`config.mk`:
```
export PLATFORM = sky130hd
export DESIGN_NAME = onehot_andor_mux
export DESIGN_NICKNAME = d
export VERILOG_FILES = /design/src/rtl/onehot_andor_mux_pkg.sv /design/src/rtl/sel_decoder.sv /design/src/rtl/pair_gate_or.sv /design/src/rtl/or_tree.sv /design/src/rtl/src_reg_bank.sv /design/src/rtl/onehot_andor_mux.sv
export SDC_FILE = /design/constraint.sdc
export NUM_CORES = 1
export LEC_CHECK = 0
export BUFFER_PORTS_ARGS = -buffer_cell sky130_fd_sc_hd__buf_4
export CORE_MARGIN = 3
export CORE_UTILIZATION = 25
export DETAILED_ROUTE_END_ITERATION = 12
export PLACE_DENSITY = 0.71
export SLEW_MARGIN = 15
export SYNTH_ARGS = -nofsm -noshare
export SYNTH_HDL_FRONTEND = slang
export SYNTH_HIERARCHICAL = 1
export SYNTH_SLANG_ARGS = --single-unit
```
`constraint.sdc`:
```
create_clock -name vclk -period 2.35
set_clock_uncertainty 0.15 [all_clocks]
set_input_delay 0 -clock vclk [all_inputs]
set_output_delay 0 -clock vclk [all_outputs]
set_load 0.02 [all_outputs]
```
`src/rtl/onehot_andor_mux_pkg.sv`:
```
// Package: shared helpers for the one-hot AND-OR selector.
// Assumes: nothing beyond standard integer arithmetic.
package onehot_andor_mux_pkg;

    // Number of pairs needed to cover n inputs (odd counts get a padded pair).
    function automatic int pair_count(input int n);
        return (n + 1) / 2;
    endfunction

endpackage

```
`src/rtl/sel_decoder.sv`:
```
// Module: sel_decoder
// Turns a binary select into one enable per populated input.
// Assumes: SEL_W is wide enough to address N_IN inputs. Codes at or above
// N_IN raise no enable. clk and rst_n serve only the local checks.
module sel_decoder #(
    parameter int N_IN  = 8,
    parameter int SEL_W = 4
) (
    input  logic             clk,
    input  logic             rst_n,
    input  logic [SEL_W-1:0] sel,
    output logic [N_IN-1:0]  en
);

    // Compare the select with every input index.
    always_comb begin
        for (int i = 0; i < N_IN; i++) begin
            en[i] = (sel == SEL_W'(i));
        end
    end

    AST_ONE_ENABLE: assert property (@(posedge clk) disable iff (!rst_n)
        (int'(sel) < N_IN) |-> ($countones(en) == 1 && en[sel]));

    AST_OOR_NO_ENABLE: assert property (@(posedge clk) disable iff (!rst_n)
        (int'(sel) >= N_IN) |-> (en == '0));

endmodule

```
`src/rtl/pair_gate_or.sv`:
```
// Module: pair_gate_or
// First logic level: masks two input words with their enables and
// joins them with one OR, once for every pair.
// Assumes: at most one enable is high, so each pair result is either one
// word or zero.
module pair_gate_or #(
    parameter int DATA_W = 16,
    parameter int N_PAIR = 4,
    localparam int N_SLOT = 2 * N_PAIR
) (
    input  logic [N_SLOT*DATA_W-1:0] words,
    input  logic [N_SLOT-1:0]        en,
    output logic [N_PAIR*DATA_W-1:0] pair_out
);

    for (genvar p = 0; p < N_PAIR; p++) begin : g_pair
        // Mask both words of the pair and merge them.
        always_comb begin
            pair_out[p*DATA_W +: DATA_W] =
                (words[(2*p)*DATA_W   +: DATA_W] & {DATA_W{en[2*p]}}) |
                (words[(2*p+1)*DATA_W +: DATA_W] & {DATA_W{en[2*p+1]}});
        end
    end

endmodule

```
`src/rtl/or_tree.sv`:
```
// Module: or_tree
// Bitwise OR of N_WORD words. In the combinational form this is the
// four-input second level. In the registered form it merges the source
// registers directly.
// Assumes: callers give it words of which at most one is nonzero.
module or_tree #(
    parameter int DATA_W = 16,
    parameter int N_WORD = 4
) (
    input  logic [N_WORD*DATA_W-1:0] words,
    output logic [DATA_W-1:0]        merged
);

    // Fold all words into one with OR.
    always_comb begin
        merged = '0;
        for (int k = 0; k < N_WORD; k++) begin
            merged = merged | words[k*DATA_W +: DATA_W];
        end
    end

endmodule

```
`src/rtl/src_reg_bank.sv`:
```
// Module: src_reg_bank
// Source registers for the registered form. A register loads its input
// word when its enable is high. Otherwise its synchronous reset clears it.
// Assumes: the enables are one-hot or all zero. The reset is synchronous
// and active low.
module src_reg_bank #(
    parameter int DATA_W = 16,
    parameter int N_IN   = 8
) (
    input  logic                   clk,
    input  logic                   rst_n,
    input  logic [N_IN*DATA_W-1:0] din,
    input  logic [N_IN-1:0]        en,
    output logic [N_IN*DATA_W-1:0] q
);

    logic [N_IN-1:0] live;

    for (genvar i = 0; i < N_IN; i++) begin : g_src
        // Load the selected word, clear every other register.
        always_ff @(posedge clk) begin
            if (!rst_n || !en[i]) begin
                q[i*DATA_W +: DATA_W] <= '0;
            end else begin
                q[i*DATA_W +: DATA_W] <= din[i*DATA_W +: DATA_W];
            end
        end

        // Flag a register that currently holds a nonzero value.
        always_comb live[i] = |q[i*DATA_W +: DATA_W];

        AST_UNSEL_CLEARED: assert property (@(posedge clk) disable iff (!rst_n)
            !en[i] |=> (q[i*DATA_W +: DATA_W] == '0));
    end

    AST_SINGLE_LIVE: assert property (@(posedge clk) disable iff (!rst_n)
        $countones(live) <= 1);

endmodule

```
`src/rtl/onehot_andor_mux.sv`:
```
// Module: onehot_andor_mux
// Word-wide selector built from a decoded one-hot enable and an OR merge.
// REG_SRC = 0: two-level AND-OR logic, with no latency.
// REG_SRC = 1: the masking moves into source registers with a synchronous
// clear, and the output is their plain OR, one clock after the select.
// Assumes: sel and din are stable around the rising edge of clk.
module onehot_andor_mux #(
    parameter int DATA_W  = 16,
    parameter int N_IN    = 8,
    parameter int SEL_W   = 4,
    parameter bit REG_SRC = 1'b0
) (
    input  logic                   clk,
    input  logic                   rst_n,
    input  logic [SEL_W-1:0]       sel,
    input  logic [N_IN*DATA_W-1:0] din,
    output logic [DATA_W-1:0]      dout
);

    import onehot_andor_mux_pkg::*;

    localparam int N_PAIR = pair_count(N_IN);
    localparam int N_SLOT = 2 * N_PAIR;

    logic [N_IN-1:0]   en;
    logic [DATA_W-1:0] ref_word;

    sel_decoder #(.N_IN(N_IN), .SEL_W(SEL_W)) u_dec (
        .clk   (clk),
        .rst_n (rst_n),
        .sel   (sel),
        .en    (en)
    );

    if (REG_SRC == 1'b0) begin : g_comb
        logic [N_SLOT*DATA_W-1:0] words_pad;
        logic [N_SLOT-1:0]        en_pad;
        logic [N_PAIR*DATA_W-1:0] pair_out;

        // Pad to a whole number of pairs. A padding slot is never enabled.
        always_comb begin
            words_pad = '0;
            en_pad    = '0;
            words_pad[N_IN*DATA_W-1:0] = din;
            en_pad[N_IN-1:0]           = en;
        end

        pair_gate_or #(.DATA_W(DATA_W), .N_PAIR(N_PAIR)) u_pairs (
            .words    (words_pad),
            .en       (en_pad),
            .pair_out (pair_out)
        );

        or_tree #(.DATA_W(DATA_W), .N_WORD(N_PAIR)) u_merge (
            .words  (pair_out),
            .merged (dout)
        );
    end else begin : g_reg
        logic [N_IN*DATA_W-1:0] q;

        src_reg_bank #(.DATA_W(DATA_W), .N_IN(N_IN)) u_bank (
            .clk   (clk),
            .rst_n (rst_n),
            .din   (din),
            .en    (en),
            .q     (q)
        );

        or_tree #(.DATA_W(DATA_W), .N_WORD(N_IN)) u_merge (
            .words  (q),
            .merged (dout)
        );
    end

    // Reference word for the checks below: a plain indexed pick.
    always_comb begin
        ref_word = '0;
        if (int'(sel) < N_IN) begin
            ref_word = din[int'(sel)*DATA_W +: DATA_W];
        end
    end

    if (REG_SRC == 1'b0) begin : g_chk_comb
        AST_COMB_SELECT: assert property (@(posedge clk) disable iff (!rst_n)
            dout == ref_word);
    end else begin : g_chk_reg
        AST_REG_LATENCY: assert property (@(posedge clk) disable iff (!rst_n)
            1'b1 |=> (dout == $past(ref_word)));
        AST_RESET_ZERO: assert property (@(posedge clk)
            !rst_n |=> (dout == '0));
    end

endmodule

```
# After elaboration in Yosys (flattened, before gate mapping)
# Cells that the tools add are included.
[totals]
register_bits = 0
output_inout_bits = 16
wordCells = 23
[classes]
reduce_logical = 1
eq_ne = 7
bitwise_logic = 15
[ops]
columns = ["operator", "n"]
rows = [
  ["$and 16x16->16", 8],
  ["$or 16x16->16", 7],
  ["$eq 4x3->1 const B", 4],
  ["$eq 4x2->1 const B", 2],
  ["$eq 4x1->1 const B", 1],
  ["$logic_not 4->1", 1],
]

# Longest topological paths before layout
# Gate-level depths: netlist of run 1.
[logic_depth]
ltp_word = 6
mapped_depth = 5

# Hierarchy
# Netlist of run 1, hierarchy kept.
[by_module_without_submodules]
columns = ["mod", "cells_per_inst", "area_each_um2", "instances"]
rows = [
  ["pair_gate_or", 80, 785.8, 1],
  ["or_tree", 16, 120.1, 1],
  ["sel_decoder", 8, 81.3, 1],
]

# Least setup slack after synthesis of run 1
# Ideal clock, no wire load.
[synth_path]
path_kind = "input to output"
start = "input sel[2]"
end = "output dout[10]"
setup_slack_ps = 922
t_required_ps = 2200
cell_stages = 5
arrival_ps = 1278
path_cell_list = "and4bb_2 -> buf_6 -> buf_6 -> a22o_1 -> or4_1"
[synth_via]
elab_chain_cells = 6
word_cells_on_any_way = 23
classes_between = "eq/ne (7); bitwise (15); reduce/logical (1)"
[synth_lines]
columns = ["element", "line_no", "text"]
rows = [
  ["start, declared", "onehot_andor_mux.sv:15", "input logic [SEL_W-1:0] sel,"],
  ["$eq 4x2->1", "sel_decoder.sv:18", "en[i] = (sel == SEL_W'(i));"],
  ["$and 16x16->16 (on tied branches)", "pair_gate_or.sv:20, pair_gate_or.sv:21", ""],
  ["$or 16x16->16 (*)", "pair_gate_or.sv:20", "(words[(2*p)*DATA_W +: DATA_W] & {DATA_W{en[2*p]}}) |"],
  ["via g_comb.pair_out[26]", "onehot_andor_mux.sv:38", "logic [N_PAIR*DATA_W-1:0] pair_out;"],
  ["$or 16x16->16 (*) (3 in series)", "or_tree.sv:18", "merged = merged | words[k*DATA_W +: DATA_W];"],
  ["end, declared", "onehot_andor_mux.sv:17", "output logic [DATA_W-1:0] dout"],
]
# The timed path passes the listed nets; every way through them passes the cells marked *.

# Final worst setup path of run 1
[layout_path]
start = "input sel[1]"
end = "output dout[2]"
[layout_via]
elab_chain_cells = 6
word_cells_on_any_way = 23
classes_between = "eq/ne (7); bitwise (15); reduce/logical (1)"
[layout_lines]
columns = ["element", "line_no", "text"]
rows = [
  ["$logic_not 4->1", "sel_decoder.sv:18", ""],
  ["via en[0]", "onehot_andor_mux.sv:25", "logic [N_IN-1:0] en;"],
  ["$and 16x16->16", "pair_gate_or.sv:20", ""],
  ["$or 16x16->16", "pair_gate_or.sv:20", ""],
  ["via g_comb.pair_out[2]", "onehot_andor_mux.sv:38", ""],
  ["$or 16x16->16 (3 in series)", "or_tree.sv:18", ""],
]
# The timed path passes the listed nets, and every way through them passes these cells.

==> results.yml, run 1 <==
detailed_routing:
  drt_iter0_drc: 90
  vias: 1523
  firstDrtPassIters: 4
  drtAntennaViolNets: 0
  routed_wl_um: 5330
  wl_per_cell_um: 18.5
  via_per_inst: 5.29
  drc: 0
logic_synthesis:
  synth_cells: 104
  syn-cell-area_um2: 987
  syn_area_per_cell_um2: 9.49
  synth_mux_area_share_pct: 0
  synthXorXnorAreaFrac_pct: 0
  synth_adder_area_share_pct: 0
  yosys_warnings: 6
  synth.distinct_cells: 9
  synth_top_family_by_area: "compound AO/OA/AOI/OAI gates"
  synth_compound_area_share_pct: 59.8
  ys_seq_area_share_pct: 0
  synthSimpleGateAreaFrac_pct: 20.4
  syn_nets: 238
pwr:
  leakage_nw: 1.08
  powerDensity_mw_per_mm2: 170
  totalPowerFinal_mw: 0.343
  ir_drop_v: 0.0000889
die:
  initial_core_util_pct: 26.4
  io_pins: 150
  dieArea_mm2: 0.00474
  die_h_um: 68.8
  fp.dieW_um: 68.8
  rows: 22
  core_area_mm2: 0.00374
worst_setup_path:
  worstSetupPathType: "in2out"
  arrival_ns: 1.69
  startpoint_type: "input port"
  crit_start: "sel[1]"
  endpoint_kind: "primary output"
  crit_fanout: 9
  required_ns: 2.20
sta:
  setup_viol: 0
  maxSlewViolCount: 0
  hold_violations: 0
  grt_setup_unrepaired: "no"
  max_freq_mhz: 543
  min_period_over_period_pct: 78.4
  finalSetupTns_ns: 0
  post-route-min-period_ns: 1.84
  tightest_slew_ns: 0.950
  max_slew_margin_pct: 36.1
clock_tree:
  hold_buffers: 0
  cts_resized: 0
  post-cts-setup-buffers: 0
finish:
  nNetsFinal: 376
  antenna_cells: 0
  clkbuf_count: 0
  mostFrequentLayoutCell: "buf_4"
  syn_to_final_growth_pct: 104
  final_cell_mix: "buf_4 (152), a22o_1 (40), a22o_2 (24), or4_1 (16)"
  regArea_um2: 0
  drive_above_1_share_pct: 76.7
  seq_cells: 0
  final_core_util_pct: 53.9
global_routing:
  grt_max_degree: 17
  grt_antenna_before_repair: 0
  grt_pass1_wl_um: 7180
  grt_pass1_vias: 1425
  track_usage_pct: 19.9
  grt-ovfl-total: 0
placed_design:
  place_congestion: 0.770
  hpwl_um: 4480
  numPortBuffers: 148
min_path:
  hp-start: "din[86]"
  hold_path_class: "in2out"
run_status:
  status: "finished, final reports clean"
run:
  drv_cap: 0
[worst max-delay path: stages]
cell	delay [ns]
buf_4	0.14
nor4_2	0.84
buf_4	0.30
a22o_2	0.15
or4_1	0.12
buf_4	0.14
[cell families (layout without fill, tap and decap cells)]
logic type	count (synthesis)	count (layout)
AO/OA/AOI/OAI	64	64
buffers and inverters	16	152
AND/OR/NAND/NOR	24	24
[power breakdown]
part,total (mW),switching [mW],internal (mW)
combinational,0.343,0.124,0.220
sequential,0,0,0
clock,0,0,0
total,0.343,0.124,0.220
[metal layers]
layer,share of wire [%],routed length [um],track usage [%],up-vias
li1,-,-,-,746
met4,0.51,27,0.973,0
met3,13,678,4.86,2
met1,40,2110,25.6,684
met2,47,2510,35.0,91
met5,0,0,0,-
[per-stage QoR]
stage / setup slack [ns] / instances / hold WS (ns) / cell area [um2]
after floorplan: 0.922 / 104 / 0.130 / 987
after global placement: 0.523 / 288 / 0.246 / 2020
after detailed placement: 0.485 / 288 / 0.242 / 2020
after CTS: 0.480 / 288 / 0.242 / 2020
after global routing: 0.370 / 288 / 0.262 / 2020
final: 0.508 / 288 / 0.245 / 2020
[worst paths after layout]
path              cells past startpoint  endpoint  slack (ns)
hold / removal                        4   dout[6]        0.24
setup / recovery                      6   dout[2]        0.51
[cell usage after synthesis, drive strengths merged]
master,instances,area (um2)
and4b,1,11.3
nor4,1,6.26
or4,16,120
buf,16,195
nor4b,3,26.3
and4bb,3,37.5
a22o,64,591
[layout make-up]
type,instances,area (um2)
Fill cell,354,1730
Timing Repair Buffer,152,1140
Multi-Input combinational cell,88,817
Tap cell,48,60.1
Note: power is estimated with default switching activity, not from simulation.
==> inputs of run 2 (changes only) <==
==> constraint.sdc (replaced) <==
create_clock -name vclk -period 1.7
set_clock_uncertainty 0.15 [all_clocks]
set_input_delay 0 -clock vclk [all_inputs]
set_output_delay 0 -clock vclk [all_outputs]
set_load 0.02 [all_outputs]
==> run 2 against run 1 <==
  * Global-route usage down 0.30 points
  * Via count up 4.7%
  * Worst setup slack worse by 0.47 ns
  * Die area unchanged
  * Cell count up 2.8%
  * Utilization up 4.0 points
  * Power up 50%
  * Count of clock-buffer cells in the layout unchanged
  * Sequential share of layout area unchanged
  * First-iteration DRC count up 13%
  * Design area up 7.4%
  * Flip-flop and latch count unchanged
  * Largest cell class unchanged
  * Largest power group unchanged
==> results.yml, run 2 (same netlist as run 1, synthesis figures left out) <==
die:
  fp.dieW_um: 68.8
  rows: 22
  core_area_mm2: 0.00374
  dieArea_mm2: 0.00474
  initial_core_util_pct: 26.4
  die_h_um: 68.8
  io_pins: 150
sta:
  grt_setup_unrepaired: "yes"
  tightest_slew_ns: 0.689
  whs_ns: 0.242
  fin_ws_ns: 0.0332
  maxSlewViolCount: 0
  max_slew_margin_pct: 53.9
  max_freq_mhz: 600
  hold_violations: 0
  setup_viol: 0
  post-route-min-period_ns: 1.67
  min_period_over_period_pct: 98.0
finish:
  final_cell_mix: "buf_4 (154), a22o_1 (40), a22o_2 (24), or4_1 (12)"
  seq_cells: 0
  final_core_util_pct: 57.9
  nNetsFinal: 384
  syn_to_final_growth_pct: 120
  final_cell_area_mm2: 0.00217
  antenna_cells: 0
  mostFrequentLayoutCell: "buf_4"
  regArea_um2: 0
  clkbuf_count: 0
  drive_above_1_share_pct: 79.0
global_routing:
  grt-ovfl-total: 0
  grt_antenna_before_repair: 0
  grt_pass1_wl_um: 7090
  track_usage_pct: 19.6
  grt_max_degree: 17
  grt_pass1_vias: 1510
detailed_routing:
  wl_per_cell_um: 18.2
  drtAntennaViolNets: 0
  via_per_inst: 5.39
  firstDrtPassIters: 4
  vias: 1594
  drc: 0
  drt_iter0_drc: 102
  routed_wl_um: 5370
worst_setup_path:
  startpoint_type: "input port"
  crit_fanout: 7
  worstSetupPathType: "in2out"
  arrival_ns: 1.52
  crit_start: "sel[1]"
  required_ns: 1.55
  endpoint_kind: "primary output"
placed_design:
  place_congestion: 0.774
  place_area_mm2: 0.00208
  place_ws_ns: -0.212
  hpwl_um: 4460
  numPortBuffers: 148
min_path:
  min_path_cells: 4
  hp-start: "din[86]"
  hold_path_class: "in2out"
  whs_endpoint: "dout[6]"
pwr:
  leakage_nw: 1.15
  powerDensity_mw_per_mm2: 238
  ir_drop_v: 0.000106
run:
  drv_cap: 0
run_status:
  status: "finished, final reports clean"
## run 2: repair_timing
item                                   CTS  global route
hold buffers                             0             0
setup endpoints to repair               16            13
pin swaps                                1             0
gates resized for setup                  5            12
endpoints found under the hold margin    0             0
setup buffers                            2             0
cloned                                   0             1
## run 2: cell type report
cell class,count,area [um2]
multi-input cells,88,881
repair buffers,160,1230
well taps,48,60.1
fillers,350,1580
## run 2: metal layers
layer	global-route usage [%]	share of wire (%)	vias up
met5	0	0	-
met4	3.16	1.5	0
met3	3.73	12	6
met2	36.9	49	97
met1	23.0	37	730
li1	-	-	761
## run 2: how the worst max path moves through the flow
stage                          end  depth (start not counted)  slack, ns
after global placement     dout[7]                          6      -0.18
after floorplan           dout[10]                          5       0.27
final                      dout[2]                          7       0.03
after detailed placement  dout[12]                          6      -0.21
after global routing       dout[3]                          7     -0.009
after CTS                 dout[12]                          7       0.01
## run 2: worst max-delay path, stage by stage
cell,delay [ns]
buf_4,0.12
buf_4,0.16
nor4b_4,0.14
buf_4,0.15
a22o_2,0.23
or4_1,0.54
buf_4,0.18
## run 2: where the power goes
part	switching (mW)	internal [mW]	total, mW
combinational	0.182	0.333	0.516
sequential	0	0	0
clock	0	0	0
## run 2: metrics by stage
stage	total power [mW]	setup TNS, ns	std cells
6_report	0.516	0	296
5_1_grt	0.549	-0.00941	296
4_1_cts	0.498	0	295
3_5_place_dp	0.487	-1.91	294
3_3_place_gp	0.483	-1.64	294
2_1_floorplan	0.171	0	104
==> inputs of run 3 (changes only) <==
--- a/config.mk
+++ b/config.mk
@@ -7,9 +7,9 @@
 export LEC_CHECK = 0
 export BUFFER_PORTS_ARGS = -buffer_cell sky130_fd_sc_hd__buf_4
 export CORE_MARGIN = 3
-export CORE_UTILIZATION = 25
+export CORE_UTILIZATION = 31
 export DETAILED_ROUTE_END_ITERATION = 12
-export PLACE_DENSITY = 0.71
+export PLACE_DENSITY = 0.85
 export SLEW_MARGIN = 15
 export SYNTH_ARGS = -nofsm -noshare
 export SYNTH_HDL_FRONTEND = slang
==> run 3 against run 2 <==
  * Hold slack better by 0.0032 ns
  * First-iteration DRC count down 9.8%
  * Flip-flop and latch count stayed put
  * Maximum frequency is essentially flat
  * Critical path type unchanged
  * Critical endpoint is now dout[0]
==> results.yml, run 3 (same netlist as run 1, synthesis figures left out) <==
sta:
  maxSlewViolCount: 0
  tightest_slew_ns: 0.678
  min_period_over_period_pct: 98.0
  hold_violations: 0
  max_slew_margin_pct: 54.6
  post-route-min-period_ns: 1.67
  max_freq_mhz: 600
  setup_viol: 0
pwr:
  ir_drop_v: 0.000146
  powerDensity_mw_per_mm2: 242
  totalPowerFinal_mw: 0.513
  leakage_nw: 1.13
min_path:
  hold_path_class: "in2out"
die:
  initial_core_util_pct: 34.0
  dieArea_mm2: 0.00390
  die_h_um: 62.4
  core_area_mm2: 0.00290
  rows: 19
  fp.dieW_um: 62.4
  io_pins: 150
finish:
  nNetsFinal: 381
  final_cell_area_mm2: 0.00212
  final_cell_mix: "buf_4 (152), a22o_1 (40), a22o_2 (24), or4_1 (14), buf_6 (5)"
  seq_cells: 0
  mostFrequentLayoutCell: "buf_4"
  final_core_util_pct: 73.2
  clkbuf_count: 0
  syn_to_final_growth_pct: 115
  fin_cells: 287
  fill_cells: 250
  drive_above_1_share_pct: 78.0
  antenna_cells: 0
  regArea_um2: 0
placed_design:
  numPortBuffers: 148
  place_area_mm2: 0.00205
  dp_cells: 287
  place_congestion: 0.869
  hpwl_um: 4580
detailed_routing:
  drtAntennaViolNets: 0
  routed_wl_um: 5660
  drt_iter0_drc: 92
  firstDrtPassIters: 4
  via_per_inst: 5.55
  drc: 0
  wl_per_cell_um: 19.7
  vias: 1592
worst_setup_path:
  crit_fanout: 16
  worstSetupPathType: "in2out"
  required_ns: 1.55
  endpoint_kind: "primary output"
  startpoint_type: "input port"
  arrival_ns: 1.52
global_routing:
  grt_pass1_vias: 1706
  grt_antenna_before_repair: 0
  grt_max_degree: 17
  grt-ovfl-total: 0
  track_usage_pct: 27.0
  grt_pass1_wl_um: 8570
run_status:
  status: "finished, final reports clean"
clock_tree:
  post-cts-setup-buffers: 0
run:
  drv_cap: 0
## run 3: per-layer routing
layer	track usage [%]	vias to the layer above	wire, um
met2	49.9	103	2910
met1	31.5	728	2080
met5	0	-	0
li1	-	755	-
met4	3.58	0	61
met3	7.19	6	607
## run 3: final timing paths
kind                  from       to  cells past startpoint
hold / removal    din[114]  dout[2]                      4
setup / recovery    sel[0]  dout[0]                      6
## run 3: timing repair
item | 4_1_cts | 5_1_grt
setup endpoints to repair | 16 | 14
hold buffers | 0 | 0
gates resized for setup | 6 | 9
pin swaps | 0 | 2
## run 3: power breakdown
group	switching (mW)	internal, mW	total, mW
registers	0	0	0
logic	0.186	0.327	0.513
clock network	0	0	0
## run 3: final cells by class
cell class | instances | area, um2 | share of cell area [%]
Timing Repair Buffer | 157 | 1200 | 56.4
Multi-Input combinational cell | 88 | 873 | 41.1
Tap cell | 42 | 52.6 | 2.47
## run 3: per-stage QoR
stage          hold slack [ns]  TNS [ns]  setup slack, ns
3_3_place_gp             0.242     -1.84           -0.177
4_1_cts                  0.245         0          0.00749
5_1_grt                  0.258  -0.00618         -0.00348
6_report                 0.245         0           0.0332
3_5_place_dp             0.244     -1.92           -0.181
2_1_floorplan            0.130         0            0.272
## run 3: critical path: stages
cell,delay (ns)
buf_4,0.14
buf_4,0.16
and4bb_4,0.27
a22o_2,0.25
or4_1,0.53
buf_4,0.18
